$ cat src/rtl/mbox_pkg.sv
package mbox_pkg;
   localparam logic [15:0] DEC_MASK = 16'hFF06;
   localparam logic [15:0] LOC_DATA = 16'h3800;
   localparam logic [15:0] LOC_SIG  = 16'h3802;
   localparam logic [15:0] LOC_CTL  = 16'h3804;

   localparam int ST_TX  = 0;
   localparam int ST_SIG = 2;
   localparam int ST_RX  = 3;
   localparam int ST_RDY = 7;

   typedef enum logic [1:0] {
      SEL_NONE = 2'd0,
      SEL_DATA = 2'd1,
      SEL_SIG  = 2'd2,
      SEL_CTL  = 2'd3
   } sel_e;
endpackage

$ cat src/rtl/mbox_decode.sv
module mbox_decode
   import mbox_pkg::*;
#(
   parameter int ADDR_W = 24
) (
   input  logic [ADDR_W-1:0] addr,
   output sel_e              sel
);
   localparam logic [ADDR_W-1:0] MASK_W = ADDR_W'(DEC_MASK);

   if (ADDR_W < 16) begin : g_bad_addr
      $error("mbox_decode: ADDR_W must be at least 16");
   end

   logic [ADDR_W-1:0] masked;
   assign masked = addr & MASK_W;

   always_comb begin
      sel = SEL_NONE;
      if (masked == ADDR_W'(LOC_DATA))     sel = SEL_DATA;
      else if (masked == ADDR_W'(LOC_SIG)) sel = SEL_SIG;
      else if (masked == ADDR_W'(LOC_CTL)) sel = SEL_CTL;
   end
endmodule

$ cat src/rtl/mbox_slot.sv
module mbox_slot #(
   parameter int W = 8
) (
   input  logic         clk,
   input  logic         rst_n,
   input  logic         kill,
   input  logic         set,
   input  logic         clr,
   input  logic [W-1:0] din,
   output logic [W-1:0] dout,
   output logic         full
);
   if (W < 1) begin : g_bad_w
      $error("mbox_slot: W must be positive");
   end

   always_ff @(posedge clk or negedge rst_n) begin
      if (!rst_n) begin
         full <= 1'b0;
         dout <= '0;
      end else if (kill) begin
         full <= 1'b0;
      end else if (set) begin
         full <= 1'b1;
         dout <= din;
      end else if (clr) begin
         full <= 1'b0;
      end
   end


   set_beats_clr_chk: assert property (@(posedge clk) disable iff (!rst_n)
      (set && !kill) |=> full);

   clr_empties_chk: assert property (@(posedge clk) disable iff (!rst_n)
      (clr && !set && !kill) |=> !full);

   kill_empties_chk: assert property (@(posedge clk) disable iff (!rst_n)
      kill |=> !full);

   payload_kept_chk: assert property (@(posedge clk) disable iff (!rst_n)
      (set && !kill) |=> dout == $past(din));
endmodule

$ cat src/rtl/mbox_holdoff.sv
module mbox_holdoff #(
   parameter int HOLD_CYCLES = 65536
) (
   input  logic clk,
   input  logic rst_n,
   input  logic ctl_wr,
   input  logic ctl_bit,
   output logic kill,
   output logic ctl_q,
   output logic rdy
);
   localparam int CNT_W = (HOLD_CYCLES > 2) ? $clog2(HOLD_CYCLES) : 1;
   localparam logic [CNT_W-1:0] LAST = CNT_W'(HOLD_CYCLES - 1);

   if (HOLD_CYCLES < 2) begin : g_bad_hold
      $error("mbox_holdoff: HOLD_CYCLES must be at least 2");
   end

   logic [CNT_W-1:0] cnt;

   assign kill = ctl_wr & ctl_bit & ~ctl_q;

   always_ff @(posedge clk or negedge rst_n) begin
      if (!rst_n) begin
         ctl_q <= 1'b0;
         rdy   <= 1'b0;
         cnt   <= '0;
      end else begin
         if (ctl_wr) ctl_q <= ctl_bit;
         if (kill) begin
            rdy <= 1'b0;
            cnt <= '0;
         end else if (!ctl_q && !rdy) begin
            if (cnt == LAST) rdy <= 1'b1;
            else             cnt <= cnt + 1'b1;
         end
      end
   end


   held_not_ready_chk: assert property (@(posedge clk) disable iff (!rst_n)
      ctl_q |-> !rdy);

   ready_after_release_chk: assert property (@(posedge clk) disable iff (!rst_n)
      $rose(rdy) |-> !ctl_q);

   rise_resets_chk: assert property (@(posedge clk) disable iff (!rst_n)
      $rose(ctl_q) |-> !rdy);
endmodule

$ cat src/rtl/mbox_timer.sv
module mbox_timer #(
   parameter int TMR_W = 16
) (
   input  logic             clk,
   input  logic             rst_n,
   input  logic             kill,
   input  logic             ld,
   input  logic [TMR_W-1:0] val,
   output logic [TMR_W-1:0] count,
   output logic [TMR_W-1:0] reload
);
   if (TMR_W < 1) begin : g_bad_tmr
      $error("mbox_timer: TMR_W must be positive");
   end

   always_ff @(posedge clk or negedge rst_n) begin
      if (!rst_n) begin
         count  <= '0;
         reload <= '0;
      end else if (kill) begin
         count  <= '0;
         reload <= '0;
      end else if (ld) begin
         count  <= val;
         reload <= val;
      end else if (count != '0) begin
         count  <= count - 1'b1;
      end
   end


   tmr_dec_chk: assert property (@(posedge clk) disable iff (!rst_n)
      (count != '0 && !ld && !kill) |=> count == $past(count) - 1'b1);

   tmr_floor_chk: assert property (@(posedge clk) disable iff (!rst_n)
      (count == '0 && !ld && !kill) |=> count == '0);

   tmr_load_chk: assert property (@(posedge clk) disable iff (!rst_n)
      (ld && !kill) |=> (count == $past(val)) && (reload == $past(val)));

   tmr_kill_chk: assert property (@(posedge clk) disable iff (!rst_n)
      kill |=> (count == '0) && (reload == '0));
endmodule

$ cat src/rtl/mbox_bridge.sv
module mbox_bridge
   import mbox_pkg::*;
#(
   parameter int ADDR_W      = 24,
   parameter int DATA_W      = 8,
   parameter int TMR_W       = 16,
   parameter int HOLD_CYCLES = 65536
) (
   input  logic              clk,
   input  logic              rst_n,
   input  logic [ADDR_W-1:0] h_addr,
   input  logic              h_rd,
   input  logic              h_wr,
   input  logic [DATA_W-1:0] h_wdata,
   output logic [DATA_W-1:0] h_rdata,
   input  logic              cp_rd,
   input  logic              cp_wr,
   input  logic [DATA_W-1:0] cp_wdata,
   input  logic              cp_sig,
   input  logic              cp_tmr_ld,
   input  logic [TMR_W-1:0]  cp_tmr_val,
   output logic [DATA_W-1:0] cp_rdata,
   output logic              cp_rx_full,
   output logic              cp_tx_full,
   output logic              cp_run,
   output logic [TMR_W-1:0]  tmr_count,
   output logic [TMR_W-1:0]  tmr_reload
);
   if (DATA_W < 8) begin : g_bad_data
      $error("mbox_bridge: DATA_W must be at least 8");
   end

   sel_e              sel;
   logic              kill, ctl_q, rdy, sig_q;
   logic              hrd_data, hrd_sig, hwr_box, hwr_ctl;
   logic              cp_wr_ok, cp_rd_ok, cp_sig_ok, cp_ld_ok;
   logic [DATA_W-1:0] tx_data, status;

   mbox_decode #(.ADDR_W(ADDR_W)) u_dec (.addr(h_addr), .sel(sel));

   assign hrd_data = h_rd & (sel == SEL_DATA);
   assign hrd_sig  = h_rd & (sel == SEL_SIG);
   assign hwr_box  = h_wr & (sel == SEL_SIG);
   assign hwr_ctl  = h_wr & (sel == SEL_CTL);

   mbox_holdoff #(.HOLD_CYCLES(HOLD_CYCLES)) u_hold (
      .clk(clk), .rst_n(rst_n), .ctl_wr(hwr_ctl), .ctl_bit(h_wdata[0]),
      .kill(kill), .ctl_q(ctl_q), .rdy(rdy));

   assign cp_run    = rdy & ~ctl_q;
   assign cp_wr_ok  = cp_wr & cp_run;
   assign cp_rd_ok  = cp_rd & cp_run;
   assign cp_sig_ok = cp_sig & cp_run;
   assign cp_ld_ok  = cp_tmr_ld & cp_run;

   mbox_slot #(.W(DATA_W)) u_tx (
      .clk(clk), .rst_n(rst_n), .kill(kill), .set(cp_wr_ok), .clr(hrd_data),
      .din(cp_wdata), .dout(tx_data), .full(cp_tx_full));

   mbox_slot #(.W(DATA_W)) u_rx (
      .clk(clk), .rst_n(rst_n), .kill(kill), .set(hwr_box), .clr(cp_rd_ok),
      .din(h_wdata), .dout(cp_rdata), .full(cp_rx_full));

   mbox_timer #(.TMR_W(TMR_W)) u_tmr (
      .clk(clk), .rst_n(rst_n), .kill(kill), .ld(cp_ld_ok), .val(cp_tmr_val),
      .count(tmr_count), .reload(tmr_reload));

   always_ff @(posedge clk or negedge rst_n) begin
      if (!rst_n)         sig_q <= 1'b0;
      else if (kill)      sig_q <= 1'b0;
      else if (cp_sig_ok) sig_q <= 1'b1;
      else if (hrd_sig)   sig_q <= 1'b0;
   end

   always_comb begin
      status         = '0;
      status[ST_TX]  = cp_tx_full;
      status[ST_SIG] = sig_q;
      status[ST_RX]  = cp_rx_full;
      status[ST_RDY] = rdy;
   end

   always_comb begin
      h_rdata = '0;
      if (h_rd) begin
         case (sel)
            SEL_DATA: if (cp_tx_full) h_rdata = tx_data;
            SEL_CTL:  h_rdata = status;
            default:  h_rdata = '0;
         endcase
      end
   end


   stalled_tx_chk: assert property (@(posedge clk) disable iff (!rst_n)
      (!cp_run && !cp_tx_full) |=> !cp_tx_full);

   stalled_sig_chk: assert property (@(posedge clk) disable iff (!rst_n)
      (!cp_run && !sig_q) |=> !sig_q);

   sig_read_clears_chk: assert property (@(posedge clk) disable iff (!rst_n)
      (hrd_sig && !cp_sig_ok) |=> !sig_q);

   sig_set_wins_chk: assert property (@(posedge clk) disable iff (!rst_n)
      (cp_sig_ok && !kill) |=> sig_q);
endmodule

$ cat config.mk
export PLATFORM = sky130hd
export DESIGN_NAME = mbox_bridge
export DESIGN_NICKNAME = d
export VERILOG_FILES = /design/src/rtl/mbox_pkg.sv /design/src/rtl/mbox_decode.sv /design/src/rtl/mbox_slot.sv /design/src/rtl/mbox_holdoff.sv /design/src/rtl/mbox_timer.sv /design/src/rtl/mbox_bridge.sv
export SDC_FILE = /design/constraint.sdc
export NUM_CORES = 1
export LEC_CHECK = 0
export ABC_AREA = 0
export BUFFER_PORTS_ARGS = -buffer_cell sky130_fd_sc_hd__buf_2
export CORE_ASPECT_RATIO = 0.8
export CORE_MARGIN = 4
export CORE_UTILIZATION = 51
export DETAILED_ROUTE_END_ITERATION = 16
export GPL_ROUTABILITY_DRIVEN = 0
export PLACE_DENSITY = 0.91
export SYNTH_ARGS = -nofsm -noshare
export SYNTH_HDL_FRONTEND = slang
export SYNTH_HIERARCHICAL = 1
export SYNTH_SLANG_ARGS = --single-unit
export TNS_END_PERCENT = 20
$ cat constraint.sdc
create_clock -name clk -period 3.3 [get_ports clk]
set_clock_uncertainty 0.2 [all_clocks]
set_input_delay 0 -clock clk [delete_from_list [all_inputs] [get_ports clk]]
set_output_delay 0 -clock clk [all_outputs]
set_load 0.005 [all_outputs]
### Word level (Yosys, flattened, before mapping)

Index checks and enable logic that the tools add are counted.
Widths: inputs -> output; s select.

* bits in registers: 69
* logic and storage cells: 74

* $add $sub $neg: 2
* eq/ne operators: 8
* mux-type cells: 26
* bitwise gates (word level): 13
* reduce and logical (&&, ||, !) cells: 15

Operators with widths (count)
* $mux 16: 8
* $eq 10x8->1 const B: 3
* $add 16x1->16 const B: 1
* $eq 16x16->1 const B: 1
* $mux 8: 2
* $pmux 8 s2: 1
* $reduce_bool 16->1: 1
* $sub 16x1->16 const B: 1
* $mux 1: 12
* $reduce_bool 3->1: 4
* $and 1x1->1: 11
* $reduce_and 2->1: 4
* $mux 2: 3
* $reduce_bool 2->1: 3
* $eq 2x2->1 const B: 2
* $eq 2x1->1 const B: 1
* $logic_not 1->1: 2
* $ne 2x2->1 const B: 1
* $not 1->1: 2
* $logic_and 1x1->1: 1

### Longest topological paths before layout

Gate-level depths: netlist of run 1.

* word-level depth: 10
* mapped depth: 10
* mapped depth without buffers: 8

### Modules after synthesis

The synthesis of run 1 kept the hierarchy.

Modules (own cells, without submodules)
* mbox_timer: instances 1, cells an instance 163, area an instance 1580.3 um^2, seq. area each 800.8 um^2
* mbox_holdoff: instances 1, cells an instance 107, area an instance 991.0 um^2, seq. area each 450.4 um^2
* mbox_slot: instances 2, cells an instance 22, area an instance 385.4 um^2, seq. area each 225.2 um^2
* mbox_bridge: instances 1, cells an instance 32, area an instance 207.7 um^2, seq. area each 25.0 um^2
* mbox_decode: instances 1, cells an instance 5, area an instance 40.0 um^2, seq. area each 0.0 um^2

### Least setup slack after synthesis of run 1

Ideal clock, no wire load.

* path kind: in2reg
* from: in h_addr[9]
* to: reg u_tmr.count[4]
* arrival: 2.609 ns
* required time: 2.978 ns
* path slack: 0.370 ns
* cell stages on the path: 9
* cell sequence: or4b_1 -> nor3_1 -> buf_4 -> and3_2 -> nand2_1 -> nor2_1 -> clkbuf_1 -> nor2_1 -> a32o_1

* cells in the longest elaborated chain, start to end: 9

Ends and longest elaborated chain
* start, declared: RTL line mbox_bridge.sv:11 `input logic [ADDR_W-1:0] h_addr,`
* $eq 10x8->1: RTL line mbox_decode.sv:22 `else if (masked == ADDR_W'(LOC_CTL)) sel = SEL_CTL;`
* $mux 2: RTL line mbox_decode.sv:22
* $mux 2: RTL line mbox_decode.sv:21 `else if (masked == ADDR_W'(LOC_SIG)) sel = SEL_SIG;`
* $mux 2 *: RTL line mbox_decode.sv:20 `if (masked == ADDR_W'(LOC_DATA)) sel = SEL_DATA;`
* named net sel[1]: RTL line mbox_bridge.sv:33 `sel_e sel;`
* $eq 2x2->1 *: RTL line mbox_bridge.sv:44 `assign hwr_ctl = h_wr & (sel == SEL_CTL);`
* $and 1x1->1 *: RTL line mbox_bridge.sv:44
* named net hwr_ctl: RTL line mbox_bridge.sv:35 `logic hrd_data, hrd_sig, hwr_box, hwr_ctl;`
* $and 1x1->1 * (2 in series): RTL line mbox_holdoff.sv:21 `assign kill = ctl_wr & ctl_bit & ~ctl_q;`
* named net kill: RTL line mbox_bridge.sv:34 `logic kill, ctl_q, rdy, sig_q;`
* $reduce_bool 3->1 (no line) / $mux 16 (equally long branches)
* end signal, assigned: RTL line mbox_timer.sv:24 `count <= val;`
* end signal, assigned: RTL line mbox_timer.sv:27 `count <= count - 1'b1;`
* end, declared: RTL line mbox_timer.sv:9 `output logic [TMR_W-1:0] count,`

The timed path passes the listed nets; every way through them passes the cells marked *.
A chain may end at the register's enable or synchronous reset.

### Final worst setup path of run 1

* from: reg u_tmr.count[0]
* to: reg u_tmr.count[14]

* cells in the longest elaborated chain, start to end: 4

Ends and longest elaborated chain
* $sub 16x1->16: RTL line mbox_timer.sv:27
* $mux 16: RTL line mbox_timer.sv:26 `end else if (count != '0) begin`
* $mux 16: RTL line mbox_timer.sv:23 `end else if (ld) begin`
* $mux 16: RTL line mbox_timer.sv:20 `end else if (kill) begin`

Parallel ways exist; a longest one is shown, timed or not. The select of a mux whose other input is x is not followed.

==> run_results.csv, run 1 <==
group,metric,value,unit
global_route,grt_pass1_wl,16900,um
route,wl_per_cell,17.9,um
route,drtIter0Drc,607,
timing,worst_pin_slew,0.882,ns
setup_path,critPathArrivalTime,2.71,ns
clock_tree,cts_tree,"done",
route,vias,3448,
setup_path,cp_max_fo,7,
global_route,antenna_found_initial,0,
setup_path,reg2reg_setup_slack,0.64,ns
setup_path,criticalPathCategory,"reg2reg",
setup_path,critPathMaxStageDelay,0.49,ns
placement,portBuffers,100,
timing,fin_crit_sh,80.7,%
die,coreArea,6860,sq um
worst_hold_path,hp-class,"in2reg",
yosys,synth_cell_types,58,
yosys,ys_warn_count,6,
die,die_w,102,um
route,drtPass1Iterations,7,
route,drc,0,
yosys,synthCells,351,
die,rows,27,
setup_path,cp_cell_sequence,"inv_1 > ha_1 > or3b_1 > or2_1 > nor3b_1 > xnor2_1 > a211oi_1",
placement,dpl_cell_area,4160,sq um
power,power.density,393,nW/um^2
global_route,grt_max_degree,41,
placement,dp_hpwl,6690,um
clock_tree,htreeDepth,3,
yosys,synth_area_per_cell,10.2,sq um
setup_path,worstPathRequired,3.35,ns
yosys,synth_ff_type,"dfrtp_1",
yosys,ys_ff_latch,69,
cells_and_area,drive_gt1_share,31.5,%
timing,max-slew-margin-rel,41.2,%
setup_path,cp_top_family,"simple AND/OR/NAND/NOR gates",
yosys,synth-edff-count,0,
cells_and_area,antenna_cells,0,
setup_path,reg2reg_to,"u_tmr/count[14]",
power,cellLeakagePower,2.21,nW
clock_tree,post-cts-setup-buffers,0,
setup_path,crit_buf_inv,1,
setup_path,crit_start,"u_tmr/count[0]",
die,start_util,52.3,%
timing,setup_viol,0,
cells_and_area,nFillCells,488,
yosys,synth-async-reset-ratio,100,%
global_route,gr-total-overflow,0,
yosys,synth_seq_area_share,48.1,%
clock_tree,ctsResizeCount,0,
setup_path,crit_end,"u_tmr/count[14]",
clock_tree,numCtsBuffers,9,
route,via_per_inst,5.92,
cells_and_area,layout_common_cells,"100 x buf_2, 69 x dfrtp_1, 39 x dlygate4sd3_1",
setup_path,reg2reg_from,"u_tmr/count[0]",
cells_and_area,fin_nets,556,
yosys,synth_area,3590,sq um
yosys,syn-num-nets,417,
timing,slew_viol_final,0,
clock_tree,clkTransAtPathRegs,0.08,ns
cells_and_area,mostFrequentLayoutCell,"buf_2",
die,die-area,8450,sq um
power,ir_drop,0.243,mV
route,routed_wl,10400,um
clock_tree,postCtsHoldBufs,39,
clock_tree,clockBufferDepth,2,
timing,period_needed,2.66,ns
global_route,gr-usage-all-layers,25.2,%
clock_tree,clockRootBuffer,"clkbuf_8",
outcome,status,"completed",
setup_path,cp.depth,7,
route,drtAntennaViolNets,0,
clock_tree,cts_sinks,69,
clock_tree,clkLatencyLatePin,0.35,ns
global_route,grt_pass1_vias,3417,
die,io_pins,115,
setup_path,crit_path_end_kind,"flip-flop",
setup_path,reg2reg_depth,7,
setup_path,cp-start-kind,"flip-flop",
die,fp.dieH,83.0,um
cells_and_area,synthToLayoutAreaGrowth,33.1,%
timing,setup_tns,0,ns
setup_path,slowest_stage,"or3b_1",
timing,timing_hold_violations_final,0,
power,total_power,1.88,mW
cells_and_area,finish.instance_area,4780,sq um
job,drv_cap,0,
timing,fmax,375,MHz
timing,rsz0062_at_grt,"false",
==> Yosys cell counts (all sizes together) (2+ instances only) <==
master,n,area (sq um)
nand3,14,70.1
or2,3,18.8
xnor2,7,61.3
a22o,2,17.5
clkbuf,11,41.3
a21oi,26,138
or3,8,55.1
o21ai,15,75.1
nor3,12,60.1
mux2i,10,100
o31ai,4,30.0
xor2,5,43.8
inv,10,37.5
o311ai,4,35.0
nand4,3,40.0
nor2,35,134
mux2,18,263
nor2b,4,42.6
and3,7,45.1
ha,2,25.0
nand2,34,128
nand2b,3,18.8
and2,5,31.3
nand3b,4,30.0
or4,3,26.3
a32o,5,50.1
nor4,10,92.6
buf,6,50.0
dfrtp,69,1730
==> layout make-up <==
class	count	area, sq um	share of cell area (%)
clock buffers	11	151	3.17
well taps	87	109	2.28
flip-flops and latches	69	1730	36.1
multi-input cells	255	1740	36.3
clock inverters	5	82.6	1.73
repair buffers	145	936	19.6
inverters	10	37.5	0.785
==> power breakdown <==
| group | internal (mW) | switching [mW] |
|---|---|---|
| Sequential | 0.874 | 0.0349 |
| Clock | 0.466 | 0.324 |
| Combinational | 0.0985 | 0.0823 |
==> layer usage <==
layer / vias up / wire length (um) / GRT usage [%]
met5: - / 0 / 0
met4: 0 / 221 / 6.28
met3: 36 / 897 / 6.47
met2: 217 / 5190 / 42.8
met1: 1659 / 4130 / 32.0
li1: 1536 / - / -
==> kinds of logic (layout without fill, tap and decap cells) <==
family	after synthesis	in the layout	synth area share (%)
muxes	28	28	10.1
AOI/OAI and AO/OA	63	63	11.2
DFF	69	69	48.1
buffers and inverters	27	171	3.59
and+or+nand+nor	150	150	23.4
xor gates and xnor gates	12	12	2.93
adders and majority gates	2	2	0.697
==> stage by stage <==
stage / util [%] / setup slack [ns] / hold slack (ns) / std cells
finish: 69.7 / 0.636 / 0.0182 / 582
global route: 69.7 / 0.514 / 0.0534 / 582
CTS: 69.7 / 0.710 / 0.0103 / 582
detailed placement: 60.6 / 0.560 / -0.00992 / 527
global placement: 60.6 / 0.600 / -0.0190 / 527
floorplan: - / 0.370 / -0.496 / 351
==> sequential cells by signal (all words and copies together), names as in the netlist <==
signal and count:
u_hold/cnt 16, u_hold/rdy 1, sig_q 1, u_hold/ctl_q 1, u_tx/full 1, u_tmr/reload 16
u_rx/dout 8, u_tx/dout 8, u_rx/full 1, u_tmr/count 16
==> worst reg2reg max path: cells and delay by family (launching register included) <==
kind	cells	cell delay [ns]
simple gates	3	1.15
flops	1	0.46
compound gates	1	0.28
fa+ha+maj	1	0.22
xor+xnor	1	0.13
buf+inv	1	0.11
==> worst min-delay path by stage <==
stage                      endpoint  cells after the start       from  slack [ns]
floorplan                     sig_q                      0      rst_n       -0.50
CTS                    u_hold/ctl_q                      4  h_addr[1]        0.01
global route           u_hold/ctl_q                      4  h_addr[1]        0.05
detailed placement            sig_q                      1      rst_n       -0.01
finish                 u_hold/ctl_q                      4  h_addr[1]        0.02
global placement    u_tmr/reload[2]                      1      rst_n       -0.02
Power figures use the tool's default switching activity.
==> run 2, diff against run 1 <==
ABC_AREA = 1   (was 0)
CORE_UTILIZATION = 52   (was 51)
PLACE_DENSITY = 0.92   (was 0.91)
clock period = 2.5 ns   (was 3.3 ns; I/O delays follow)
==> run 2 against run 1 <==
  * Synthesized cell count up 47%
  * Worst hold slack better by 0.045 ns
  * Largest power group unchanged
  * Largest cell class unchanged
  * Register-to-register slack worse by 0.46 ns
==> run_results.csv, run 2 <==
group,metric,value,unit
timing,timing_hold_violations_final,0,
route,routed_wl,11800,um
power,cellLeakagePower,2.71,nW
route,vias,4187,
clock_tree,cts_tree,"done",
yosys,synthAdderAreaFrac,0.657,%
yosys,synth_area_leader_cell,"dfrtp_1",
worst_hold_path,hp-class,"in2reg",
cells_and_area,mostFrequentLayoutCell,"nand2_1",
global_route,grt_pass1_vias,4355,
timing,whs,0.0632,ns
setup_path,cp_max_fo,5,
placement,portBuffers,100,
timing,slew_viol_final,0,
route,drtIter0Drc,466,
cells_and_area,layout_common_cells,"194 x nand2_1, 100 x buf_2, 69 x dfrtp_1",
worst_hold_path,whs_endpoint,"u_tx/dout[5]",
clock_tree,clkLatencyLatePin,0.35,ns
cells_and_area,antenna_cells,0,
setup_path,criticalPathCategory,"reg2reg",
global_route,gr-usage-all-layers,27.8,%
outcome,status,"completed",
route,wl_per_cell,15.4,um
yosys,synth_mux_area_share,0,%
clock_tree,htreeDepth,3,
clock_tree,cts_sinks,69,
yosys,synth-async-reset-ratio,100,%
global_route,antenna_found_initial,0,
worst_hold_path,hp-start,"cp_wr",
global_route,grt_pass1_wl,19900,um
setup_path,reg2reg_depth,7,
placement,dp_hpwl,7250,um
yosys,ys_ff_latch,69,
yosys,synth_top_family_by_area,"simple AND/OR/NAND/NOR gates",
timing,period_needed,2.32,ns
yosys,synth_cell_types,33,
timing,worst_pin_slew,0.823,ns
clock_tree,clockRootBuffer,"clkbuf_8",
setup_path,worstPathRequired,2.59,ns
yosys,synth-compound-area-share,6.86,%
route,drc,0,
yosys,ys_warn_count,6,
route,drtPass1Iterations,6,
route,drtAntennaViolNets,0,
die,die-area,8770,sq um
yosys,synth_simple_gate_area_share,37.4,%
die,rows,27,
job,drv_cap,0,
global_route,grt_max_degree,37,
yosys,synth_area,3810,sq um
clock_tree,clockBufferDepth,2,
power,power.density,626,nW/um^2
cells_and_area,drive_gt1_share,22.8,%
setup_path,crit_path_end_kind,"flip-flop",
yosys,synthCells,517,
yosys,synth_ff_type,"dfrtp_1",
setup_path,reg2reg_to,"u_tx/dout[6]",
cells_and_area,synthToLayoutAreaGrowth,33.0,%
yosys,synthXorXnorAreaFrac,2.07,%
worst_hold_path,whs_path_depth,6,
timing,max-slew-margin-rel,45.1,%
die,io_pins,115,
route,via_per_inst,5.46,
yosys,synth_area_leaders,"dfrtp_1 45%, nand2_1 19%, nand3_1 5.6%, inv_1 5.3%, nor2_1 5.3%",
setup_path,critPathArrivalTime,2.41,ns
yosys,synth.most_common_cell,"nand2_1",
cells_and_area,nFillCells,486,
setup_path,reg2reg_setup_slack,0.18,ns
cells_and_area,fin_nets,741,
timing,fin_crit_sh,92.8,%
die,die_w,104,um
setup_path,cp-start-kind,"flip-flop",
clock_tree,clkTransAtPathRegs,0.08,ns
timing,setup_viol,0,
yosys,yosys-top-cells-count,"194 x nand2_1, 69 x dfrtp_1, 54 x inv_1, 54 x nor2_1, 43 x nand3_1",
yosys,synth_area_per_cell,7.37,sq um
timing,rsz0062_at_grt,"false",
power,ir_drop,0.377,mV
die,fp.dieH,84.6,um
die,start_util,54.5,%
yosys,synth_seq_area_share,45.3,%
placement,dpl_cell_area,4430,sq um
yosys,synth_top_cell_area_share,45.3,%
timing,fmax,431,MHz
die,coreArea,6990,sq um
timing,setup_tns,0,ns
yosys,syn-num-nets,583,
cells_and_area,finish.instance_area,5070,sq um
setup_path,reg2reg_from,"u_hold/ctl_q",
cells_and_area,reg_top3,"u_hold/cnt (16), u_tmr/count (16), u_tmr/reload (16)",
yosys,synth-edff-count,0,
global_route,gr-total-overflow,0,
clock_tree,numCtsBuffers,9,
## run 2: changes by cell type in the layout (fill, tap and decap cells not counted), moves of 10 or more
| cell | change |
|---|---|
| o21ai_0 | +16 |
| nor3_1 | -10 |
| nor2_1 | +20 |
| mux2i_1 | -10 |
| inv_1 | +44 |
| nand2_1 | +160 |
| nand3_1 | +29 |
| mux2_4 | -16 |
## run 2: power breakdown
part	internal, mW	leakage, nW	switching (mW)
combinational	0.389	1.74	0.506
sequential	1.26	0.892	0.188
clock	0.361	0.0816	0.464
## run 2: logic make-up after synthesis
logic type	after synthesis
AOI/OAI and AO/OA	48
adders and majority gates	2
buffers and inverters	66
DFF	69
and+or+nand+nor	323
xor gates and xnor gates	9
## run 2: area by class of cell
cell class	count	area, sq um	area share (%)
multi-input combinational	382	1790	35.4
sequential	69	1730	34.1
timing repair buffer	154	1030	20.4
inverter	59	231	4.57
clock buffer	9	124	2.45
tap	87	109	2.15
clock inverter	7	50.0	0.988
## run 2: worst max path at each step
| stage | slack (ns) | start | end | depth (start not counted) |
|---|---|---|---|---|
| after floorplan | 0.1 | h_addr[10] | u_hold/cnt[3] | 15 |
| after detailed placement | 0.15 | h_addr[14] | u_tmr/count[8] | 17 |
| after global routing | 0.04 | h_addr[15] | u_tx/dout[3] | 15 |
| after global placement | 0.31 | h_addr[10] | u_tmr/count[8] | 17 |
| after CTS | 0.28 | u_hold/ctl_q | u_tmr/count[8] | 10 |
| final | 0.18 | u_hold/ctl_q | u_tx/dout[6] | 7 |
## run 2: timing repair
action,CTS,global route
endpoints found under the hold margin,89,0
gates resized for setup,0,1
buffers inserted,0,0
setup endpoints to repair,0,1
hold buffers,46,0
## run 2: critical path, stage by stage (launching register included)
cell and delay, ns:
dfrtp_1 0.41, nor2_1 0.24, inv_1 0.14, nor2_1 0.31, buf_4 0.25, nand3_1 0.08
dlygate4sd3_1 0.57, nand2_1 0.07
## run 2: stage by stage
step	utilization (%)	power (mW)	worst slack, ns	cells
finish	72.4	3.17	0.180	767
global route	72.4	3.38	0.0353	767
CTS	72.4	3.14	0.283	767
detailed placement	63.3	2.29	0.146	705
global placement	63.3	2.25	0.308	705
floorplan	-	1.95	0.0975	517
## run 2: metal layers
metal	part of all wire, %	up-vias	GRT usage (%)	wire length [um]
li1	-	1936	-	-
met1	38	1919	30.4	4440
met2	49	260	49.5	5810
met3	7.8	72	7.46	917
met4	5.6	0	15.1	659
met5	0	-	0	0
